## config.mk

```make
export PLATFORM = sky130hd
export DESIGN_NAME = tmr_wave_oneshot
export DESIGN_NICKNAME = d
export VERILOG_FILES = /design/src/rtl/tmr_wave_pkg.sv /design/src/rtl/tmr_tick_sync.sv /design/src/rtl/tmr_oneshot_ctl.sv /design/src/rtl/tmr_count_core.sv /design/src/rtl/tmr_wave_oneshot.sv
export SDC_FILE = /design/constraint.sdc
export NUM_CORES = 1
export LEC_CHECK = 0
export ABC_AREA = 1
export BUFFER_PORTS_ARGS = -buffer_cell sky130_fd_sc_hd__buf_2
export CELL_PAD_IN_SITES_DETAIL_PLACEMENT = 1
export CELL_PAD_IN_SITES_GLOBAL_PLACEMENT = 2
export CORE_MARGIN = 2
export CORE_UTILIZATION = 38
export CTS_CLUSTER_DIAMETER = 150
export DETAILED_ROUTE_END_ITERATION = 16
export PLACE_DENSITY_LB_ADDON = 0.08
export RECOVER_POWER = 25
export SYNTH_ARGS = -nofsm -noshare
export SYNTH_HDL_FRONTEND = slang
export SYNTH_SLANG_ARGS = --single-unit
```

## constraint.sdc

```tcl
create_clock -name clk_i -period 3.2 [get_ports clk_i]
set_input_delay 0.96 -clock clk_i [delete_from_list [all_inputs] [get_ports clk_i]]
set_output_delay 0.96 -clock clk_i [all_outputs]
set_load 0.05 [all_outputs]
```

## src/rtl/tmr_wave_pkg.sv

```systemverilog
package tmr_wave_pkg;
  typedef enum logic [1:0] {
    MODE_FREE = 2'd0,
    MODE_WAVE = 2'd1,
    MODE_ONCE = 2'd2,
    MODE_WAIT = 2'd3
  } tmr_mode_e;

  typedef enum logic [1:0] {
    OS_NONE = 2'd0,
    OS_GO   = 2'd1,
    OS_HALT = 2'd2
  } os_req_e;

  localparam logic [2:0] A_CTRL = 3'd0;
  localparam logic [2:0] A_OS   = 3'd1;
  localparam logic [2:0] A_MODE = 3'd2;
  localparam logic [2:0] A_LO   = 3'd3;
  localparam logic [2:0] A_HI   = 3'd4;
  localparam logic [2:0] A_SEC  = 3'd5;
endpackage

```

## src/rtl/tmr_tick_sync.sv

```systemverilog
module tmr_tick_sync #(
  parameter int unsigned STAGES = 2
) (
  input  logic clk_i,
  input  logic rst_ni,
  input  logic tick_i,
  input  logic clr_i,
  input  logic d_i,
  output logic q_o
);
  logic [STAGES-1:0] sh_q;

  always_ff @(posedge clk_i or negedge rst_ni) begin
    if (!rst_ni)     sh_q <= '0;
    else if (clr_i)  sh_q <= '0;
    else if (tick_i) sh_q <= {sh_q[STAGES-2:0], d_i};
  end

  assign q_o = sh_q[STAGES-1];
endmodule

```

## src/rtl/tmr_oneshot_ctl.sv

```systemverilog
module tmr_oneshot_ctl
  import tmr_wave_pkg::*;
(
  input  logic clk_i,
  input  logic rst_ni,
  input  logic tick_i,
  input  logic clr_i,
  input  logic go_i,
  input  logic halt_i,
  input  logic done_i,
  output logic busy_o,
  output logic halt_apply_o
);
  os_req_e req_q, stage_q;
  logic    busy_q;

  assign halt_apply_o = tick_i && (stage_q == OS_HALT) && !clr_i;
  assign busy_o       = busy_q;

  always_ff @(posedge clk_i or negedge rst_ni) begin
    if (!rst_ni) begin
      req_q   <= OS_NONE;
      stage_q <= OS_NONE;
      busy_q  <= 1'b0;
    end else if (clr_i) begin
      req_q   <= OS_NONE;
      stage_q <= OS_NONE;
      busy_q  <= 1'b0;
    end else begin
      if (done_i) busy_q <= 1'b0;
      if (tick_i) begin
        stage_q <= req_q;
        req_q   <= OS_NONE;
        if (stage_q == OS_GO)   busy_q <= 1'b1;
        if (stage_q == OS_HALT) busy_q <= 1'b0;
      end
      // a fresh write overrides a request still waiting for its first tick
      if (halt_i)    req_q <= OS_HALT;
      else if (go_i) req_q <= OS_GO;
    end
  end
endmodule

```

## src/rtl/tmr_count_core.sv

```systemverilog
module tmr_count_core
  import tmr_wave_pkg::*;
#(
  parameter int unsigned DW = 8,
  localparam int unsigned CW = 2 * DW
) (
  input  logic          clk_i,
  input  logic          rst_ni,
  input  logic          step_i,
  input  tmr_mode_e     mode_i,
  input  logic          idle_i,
  input  logic          commit_i,
  input  logic [CW-1:0] commit_val_i,
  input  logic [DW-1:0] sec_i,
  input  logic          halt_apply_i,
  input  logic          force_i,
  output logic [CW-1:0] cnt_o,
  output logic          irq_o,
  output logic          wave_o,
  output logic          done_o
);
  logic [CW-1:0] cnt_q;
  logic [DW-1:0] pri_q, lo_q, sec_q;
  logic [DW-1:0] pend_pri_q, pend_lo_q, pend_sec_q;
  logic          pend_q, sec_phase_q, wave_q, irq_q;
  logic          uf, defer, two_phase;
  logic [CW-1:0] pri_val, sec_val, next_pri;

  assign uf        = (cnt_q == '0);
  assign two_phase = (mode_i == MODE_WAVE) || (mode_i == MODE_WAIT);
  assign defer     = two_phase && !idle_i;
  assign pri_val   = {pri_q, lo_q};
  assign sec_val   = {sec_q, lo_q};
  assign next_pri  = pend_q ? {pend_pri_q, pend_lo_q} : pri_val;
  assign done_o    = step_i && uf && !halt_apply_i &&
                     ((mode_i == MODE_ONCE) || ((mode_i == MODE_WAIT) && sec_phase_q));

  always_ff @(posedge clk_i or negedge rst_ni) begin
    if (!rst_ni) begin
      cnt_q       <= '0;
      pri_q       <= '0;
      lo_q        <= '0;
      sec_q       <= '0;
      pend_pri_q  <= '0;
      pend_lo_q   <= '0;
      pend_sec_q  <= '0;
      pend_q      <= 1'b0;
      sec_phase_q <= 1'b0;
      wave_q      <= 1'b0;
      irq_q       <= 1'b0;
    end else begin
      irq_q <= step_i && uf && !halt_apply_i;
      if (halt_apply_i) begin
        cnt_q       <= pri_val;
        sec_phase_q <= 1'b0;
        wave_q      <= 1'b0;
      end else if (step_i) begin
        if (!uf) begin
          cnt_q <= cnt_q - 1'b1;
        end else if (!two_phase) begin
          cnt_q <= pri_val;
        end else if (!sec_phase_q) begin
          cnt_q       <= sec_val;
          sec_phase_q <= 1'b1;
          wave_q      <= (mode_i == MODE_WAVE) ? ~wave_q : 1'b1;
        end else begin
          cnt_q       <= next_pri;
          sec_phase_q <= 1'b0;
          wave_q      <= (mode_i == MODE_WAVE) ? ~wave_q : 1'b0;
          if (pend_q) begin
            pri_q  <= pend_pri_q;
            lo_q   <= pend_lo_q;
            sec_q  <= pend_sec_q;
            pend_q <= 1'b0;
          end
        end
      end
      if (force_i) begin
        sec_phase_q <= 1'b0;
        wave_q      <= 1'b0;
      end
      if (commit_i) begin
        if (defer) begin
          pend_q     <= 1'b1;
          pend_pri_q <= commit_val_i[CW-1:DW];
          pend_lo_q  <= commit_val_i[DW-1:0];
          pend_sec_q <= sec_i;
        end else begin
          pend_q <= 1'b0;
          pri_q  <= commit_val_i[CW-1:DW];
          lo_q   <= commit_val_i[DW-1:0];
          sec_q  <= sec_i;
          if (idle_i) begin
            cnt_q       <= commit_val_i;
            sec_phase_q <= 1'b0;
          end
        end
      end
    end
  end

  assign cnt_o  = cnt_q;
  assign irq_o  = irq_q;
  assign wave_o = wave_q;
endmodule

```

## src/rtl/tmr_wave_oneshot.sv

```systemverilog
module tmr_wave_oneshot
  import tmr_wave_pkg::*;
#(
  parameter int unsigned DW          = 8,
  parameter int unsigned SYNC_STAGES = 2,
  localparam int unsigned CW = 2 * DW
) (
  input  logic          clk_i,
  input  logic          rst_ni,
  input  logic          tick_i,
  input  logic          we_i,
  input  logic [2:0]    addr_i,
  input  logic [DW-1:0] wdata_i,
  output logic [DW-1:0] rdata_o,
  output logic          irq_o,
  output logic          wave_o
);
  logic          run_q;
  tmr_mode_e     mode_q;
  logic [DW-1:0] lo_stage_q, sec_stage_q;
  logic          act, os_busy, halt_apply, os_done;
  logic          wr_ctrl, force_wr, go_wr, halt_wr, commit;
  logic          once_mode, count_en, idle, os_clr;
  logic [CW-1:0] cnt;

  assign wr_ctrl  = we_i && (addr_i == A_CTRL);
  assign force_wr = wr_ctrl && wdata_i[2];
  assign go_wr    = we_i && (addr_i == A_OS) && wdata_i[0] && act;
  assign halt_wr  = we_i && (addr_i == A_OS) && wdata_i[1] && act;
  assign commit   = we_i && (addr_i == A_HI);

  always_ff @(posedge clk_i or negedge rst_ni) begin
    if (!rst_ni) begin
      run_q       <= 1'b0;
      mode_q      <= MODE_FREE;
      lo_stage_q  <= '0;
      sec_stage_q <= '0;
    end else begin
      if (force_wr)     run_q <= 1'b0;
      else if (wr_ctrl) run_q <= wdata_i[0];
      if (we_i && addr_i == A_MODE) mode_q      <= tmr_mode_e'(wdata_i[1:0]);
      if (we_i && addr_i == A_LO)   lo_stage_q  <= wdata_i;
      if (we_i && addr_i == A_SEC)  sec_stage_q <= wdata_i;
    end
  end

  tmr_tick_sync #(.STAGES(SYNC_STAGES)) i_run_sync (
    .clk_i  (clk_i),
    .rst_ni (rst_ni),
    .tick_i (tick_i),
    .clr_i  (force_wr),
    .d_i    (run_q),
    .q_o    (act)
  );

  assign once_mode = mode_q[1];
  assign count_en  = act && (!once_mode || os_busy);
  assign idle      = !act || (once_mode && !os_busy);
  assign os_clr    = force_wr || !act;

  tmr_oneshot_ctl i_os (
    .clk_i        (clk_i),
    .rst_ni       (rst_ni),
    .tick_i       (tick_i),
    .clr_i        (os_clr),
    .go_i         (go_wr),
    .halt_i       (halt_wr),
    .done_i       (os_done),
    .busy_o       (os_busy),
    .halt_apply_o (halt_apply)
  );

  tmr_count_core #(.DW(DW)) i_core (
    .clk_i        (clk_i),
    .rst_ni       (rst_ni),
    .step_i       (tick_i && count_en),
    .mode_i       (mode_q),
    .idle_i       (idle),
    .commit_i     (commit),
    .commit_val_i ({wdata_i, lo_stage_q}),
    .sec_i        (sec_stage_q),
    .halt_apply_i (halt_apply),
    .force_i      (force_wr),
    .cnt_o        (cnt),
    .irq_o        (irq_o),
    .wave_o       (wave_o),
    .done_o       (os_done)
  );

  always_comb begin
    rdata_o = '0;
    case (addr_i)
      A_CTRL:  rdata_o = {{(DW-2){1'b0}}, act, run_q};
      A_OS:    rdata_o = {{(DW-1){1'b0}}, os_busy};
      A_MODE:  rdata_o = {{(DW-2){1'b0}}, mode_q};
      A_LO:    rdata_o = cnt[DW-1:0];
      A_HI:    rdata_o = cnt[CW-1:DW];
      A_SEC:   rdata_o = sec_stage_q;
      default: rdata_o = '0;
    endcase
  end
endmodule

```

==> out/results.ini <==
[timing]
slew_headroom_pct = 6.90
period_share_pct = 95.7
finalHoldViolations = 0
fin_crit_ns = 3.06
worst_slack_ns = 0.137
setup_viol = 0
rsz0062_at_grt = false
setup_tns_ns = 0
slew_violations = 0
max_freq_mhz = 326
worstMarginPinSlew_ns = 1.40
skew_ns = 0.00864

[power_and_ir_drop]
cellPowerDensity_nw_per_um2 = 649
p_switching_mw = 1.60
fin_total_pwr_mw = 4.04
ir_drop_mv = 0.285
comb_power_share_pct = 28.4
p_sw_share_pct = 39.7
p_clk_share_pct = 28.4
power.internal_mw = 2.44
p_seq_share_pct = 43.2
p_leak_nw = 3.12

[synthesis]
yosysTopAreaCell = dfrtp_1
synth_edf_count = 0
yosysUniqueCellTypes = 43
syn_inst = 801
synth_ff_type = dfrtp_1
syn_avg_cell_area_um2 = 6.98
yosys_warnings = 0
synthDominantCellAreaShare_pct = 42.1
synth_seq_area_share_pct = 42.1
synth_fp_nets = 817
async_flop_share_pct = 100
ys_seq_elements = 94
synthesis.area_um2 = 5590
synthTopCellsByArea = dfrtp_1, nand2_1, inv_1, o21ai_0, nand3_1

[cells_and_area]
final_util_pct = 43.0
area_growth_syn_to_layout_pct = 11.3
n_antenna_cell = 0
layout.nets = 842
drive_gt1_share_pct = 11.1

[run_status]
status = completed

[routing]
wl_per_cell_um = 21.1
ant_nets = 0
drc = 0
finalWirelength_um = 21400
vias = 5448
drt_pass1_iterations = 4
drt_iter0_drc = 346
viasPerCell = 5.37

[die]
die-height_um = 125
boundaryPins = 25
core_um2 = 14500
start_util_pct = 38.6
std_cell_rows = 44
dieArea_um2 = 15700
die_w_um = 125

[clock_network]
clock_latency_ns = 0.36
clockBufferDepth = 2
cts.clk_slew.worst_paths_ns = 0.07
clockRootBuffer = clkbuf_16
cts_tree = built
cts_num_sinks = 94
cts_hold_buffers = 0
cts_inserted_buffers = 9
htreeDepth = 3

[worst_setup_path]
startpoint_type = primary input
critPathRequiredTime_ns = 2.24
arrival_ns = 2.10
criticalPathCategory = primary input to output port
crit_fanout = 9
endpoint_kind = output port

[grt]
grt_pass1_vias = 5582
grt_pass1_wl_um = 32900
grt_max_degree = 50
grt.overflow.total = 0
grt_usage_pct = 27.8
antenna_found_initial = 0

[placement]
finalWeightedCongestion = 0.876
dpl.hpwl_um = 16300
port_buffers = 24
post-place-ws_ns = 0.0172

[worst_hold_path]
hold_class = flop to flop

[flow_run]
maxCapViolations = 0

[kinds of logic after synthesis]
logic type / Yosys count / synth area share (%)
compound gates: 146 / 14.3
xor+xnor: 2 / 0.313
fa+ha+maj: 1 / 0.224
buf+inv: 143 / 10.7
flops: 94 / 42.1
simple gates: 415 / 32.4
[power groups by stage]
stage,sequential [mW],clock (mW),combinational (mW)
after CTS,1.74,1.16,1.15
after global routing,1.77,1.22,1.29
final,1.74,1.15,1.15
after detailed placement,1.76,0,1.14
after floorplan,1.63,0,0.800
after global placement,1.75,0,1.11
[per-stage QoR]
stage	instances	instance area [µm²]	hold WS (ns)
CTS	1015	6220	0.489
global route	1015	6220	0.516
detailed placement	999	5910	0.467
finish	1015	6220	0.484
global placement	999	5910	0.467
floorplan	801	5590	0.448
[critical path, stage by stage]
cell	delay, ns
buf_2	0.12
nor2_2	0.18
nand2_2	0.20
o22ai_1	0.21
a31oi_1	0.06
o211ai_1	0.09
buf_2	0.29
[worst paths after layout]
check                               startpoint                   end  slack (ns)  cells after the start
setup / recovery                     addr_i[0]            rdata_o[0]        0.14                      7
hold / removal             i_core.pend_lo_q[4]   i_core.pend_lo_q[4]        0.48                      2
setup reg to reg               i_core.cnt_o[0]       i_core.pri_q[6]        0.89                      9
hold reg to reg            i_core.pend_lo_q[4]   i_core.pend_lo_q[4]        0.48                      2
max in group asynchronous               rst_ni             mode_q[0]        0.96                      2
min in group asynchronous               rst_ni  i_core.pend_sec_q[6]        0.91                      1
[flip-flops by register name (all words and copies together), names as in the netlist, 8 cells and up]
register,count
i_core.pend_lo_q,8
lo_stage_q,8
i_core.lo_q,8
i_core.pend_pri_q,8
i_core.pend_sec_q,8
sec_stage_q,8
i_core.pri_q,8
i_core.cnt_o,16
i_core.sec_q,8
[per-layer routing]
layer / global-route usage (%) / routed length [µm] / share of wire [%] / vias up
li1: - / - / - / 2597
met1: 37.7 / 9960 / 47 / 2725
met2: 46.5 / 10200 / 48 / 92
met3: 2.65 / 546 / 2.6 / 34
met4: 10.3 / 678 / 3.2 / 0
met5: 0 / 0 / 0 / -
[placed cells by master (no fill, tap or decap), drive strengths merged, types with 12 or more instances in the layout]
| cell | count |
|---|---|
| o21ai | 82 |
| clkbuf | 12 |
| buf | 37 |
| nand3 | 67 |
| nand2 | 245 |
| nor2 | 87 |
| a21oi | 41 |
| inv | 117 |
| dfrtp | 94 |
[cell usage after synthesis (5+ instances only)]
cell        n
a21oi_1    39
buf_2       9
buf_6       5
clkbuf_1    9
dfrtp_1    94
inv_1     110
nand2_1   238
nand2_2     5
nand3_1    63
nor2_1     75
nor2_2      7
nor2_4      5
nor3_1      5
o21ai_0    76
o21ai_1     6
o221ai_1    7
[final cells by class]
cell class | instances | area [µm²]
clock inverters | 7 | 82.6
well taps | 184 | 230
clock buffers | 9 | 225
multi-input cells | 564 | 2640
repair buffers | 40 | 244
inverters | 117 | 443
flip-flops and latches | 94 | 2350
fillers | 1900 | 8260
[repair_timing]
item	CTS	global route
gates resized for setup	0	6
buffers inserted	0	0
setup endpoints to repair	0	6
(Power assumes the default switching activity.)
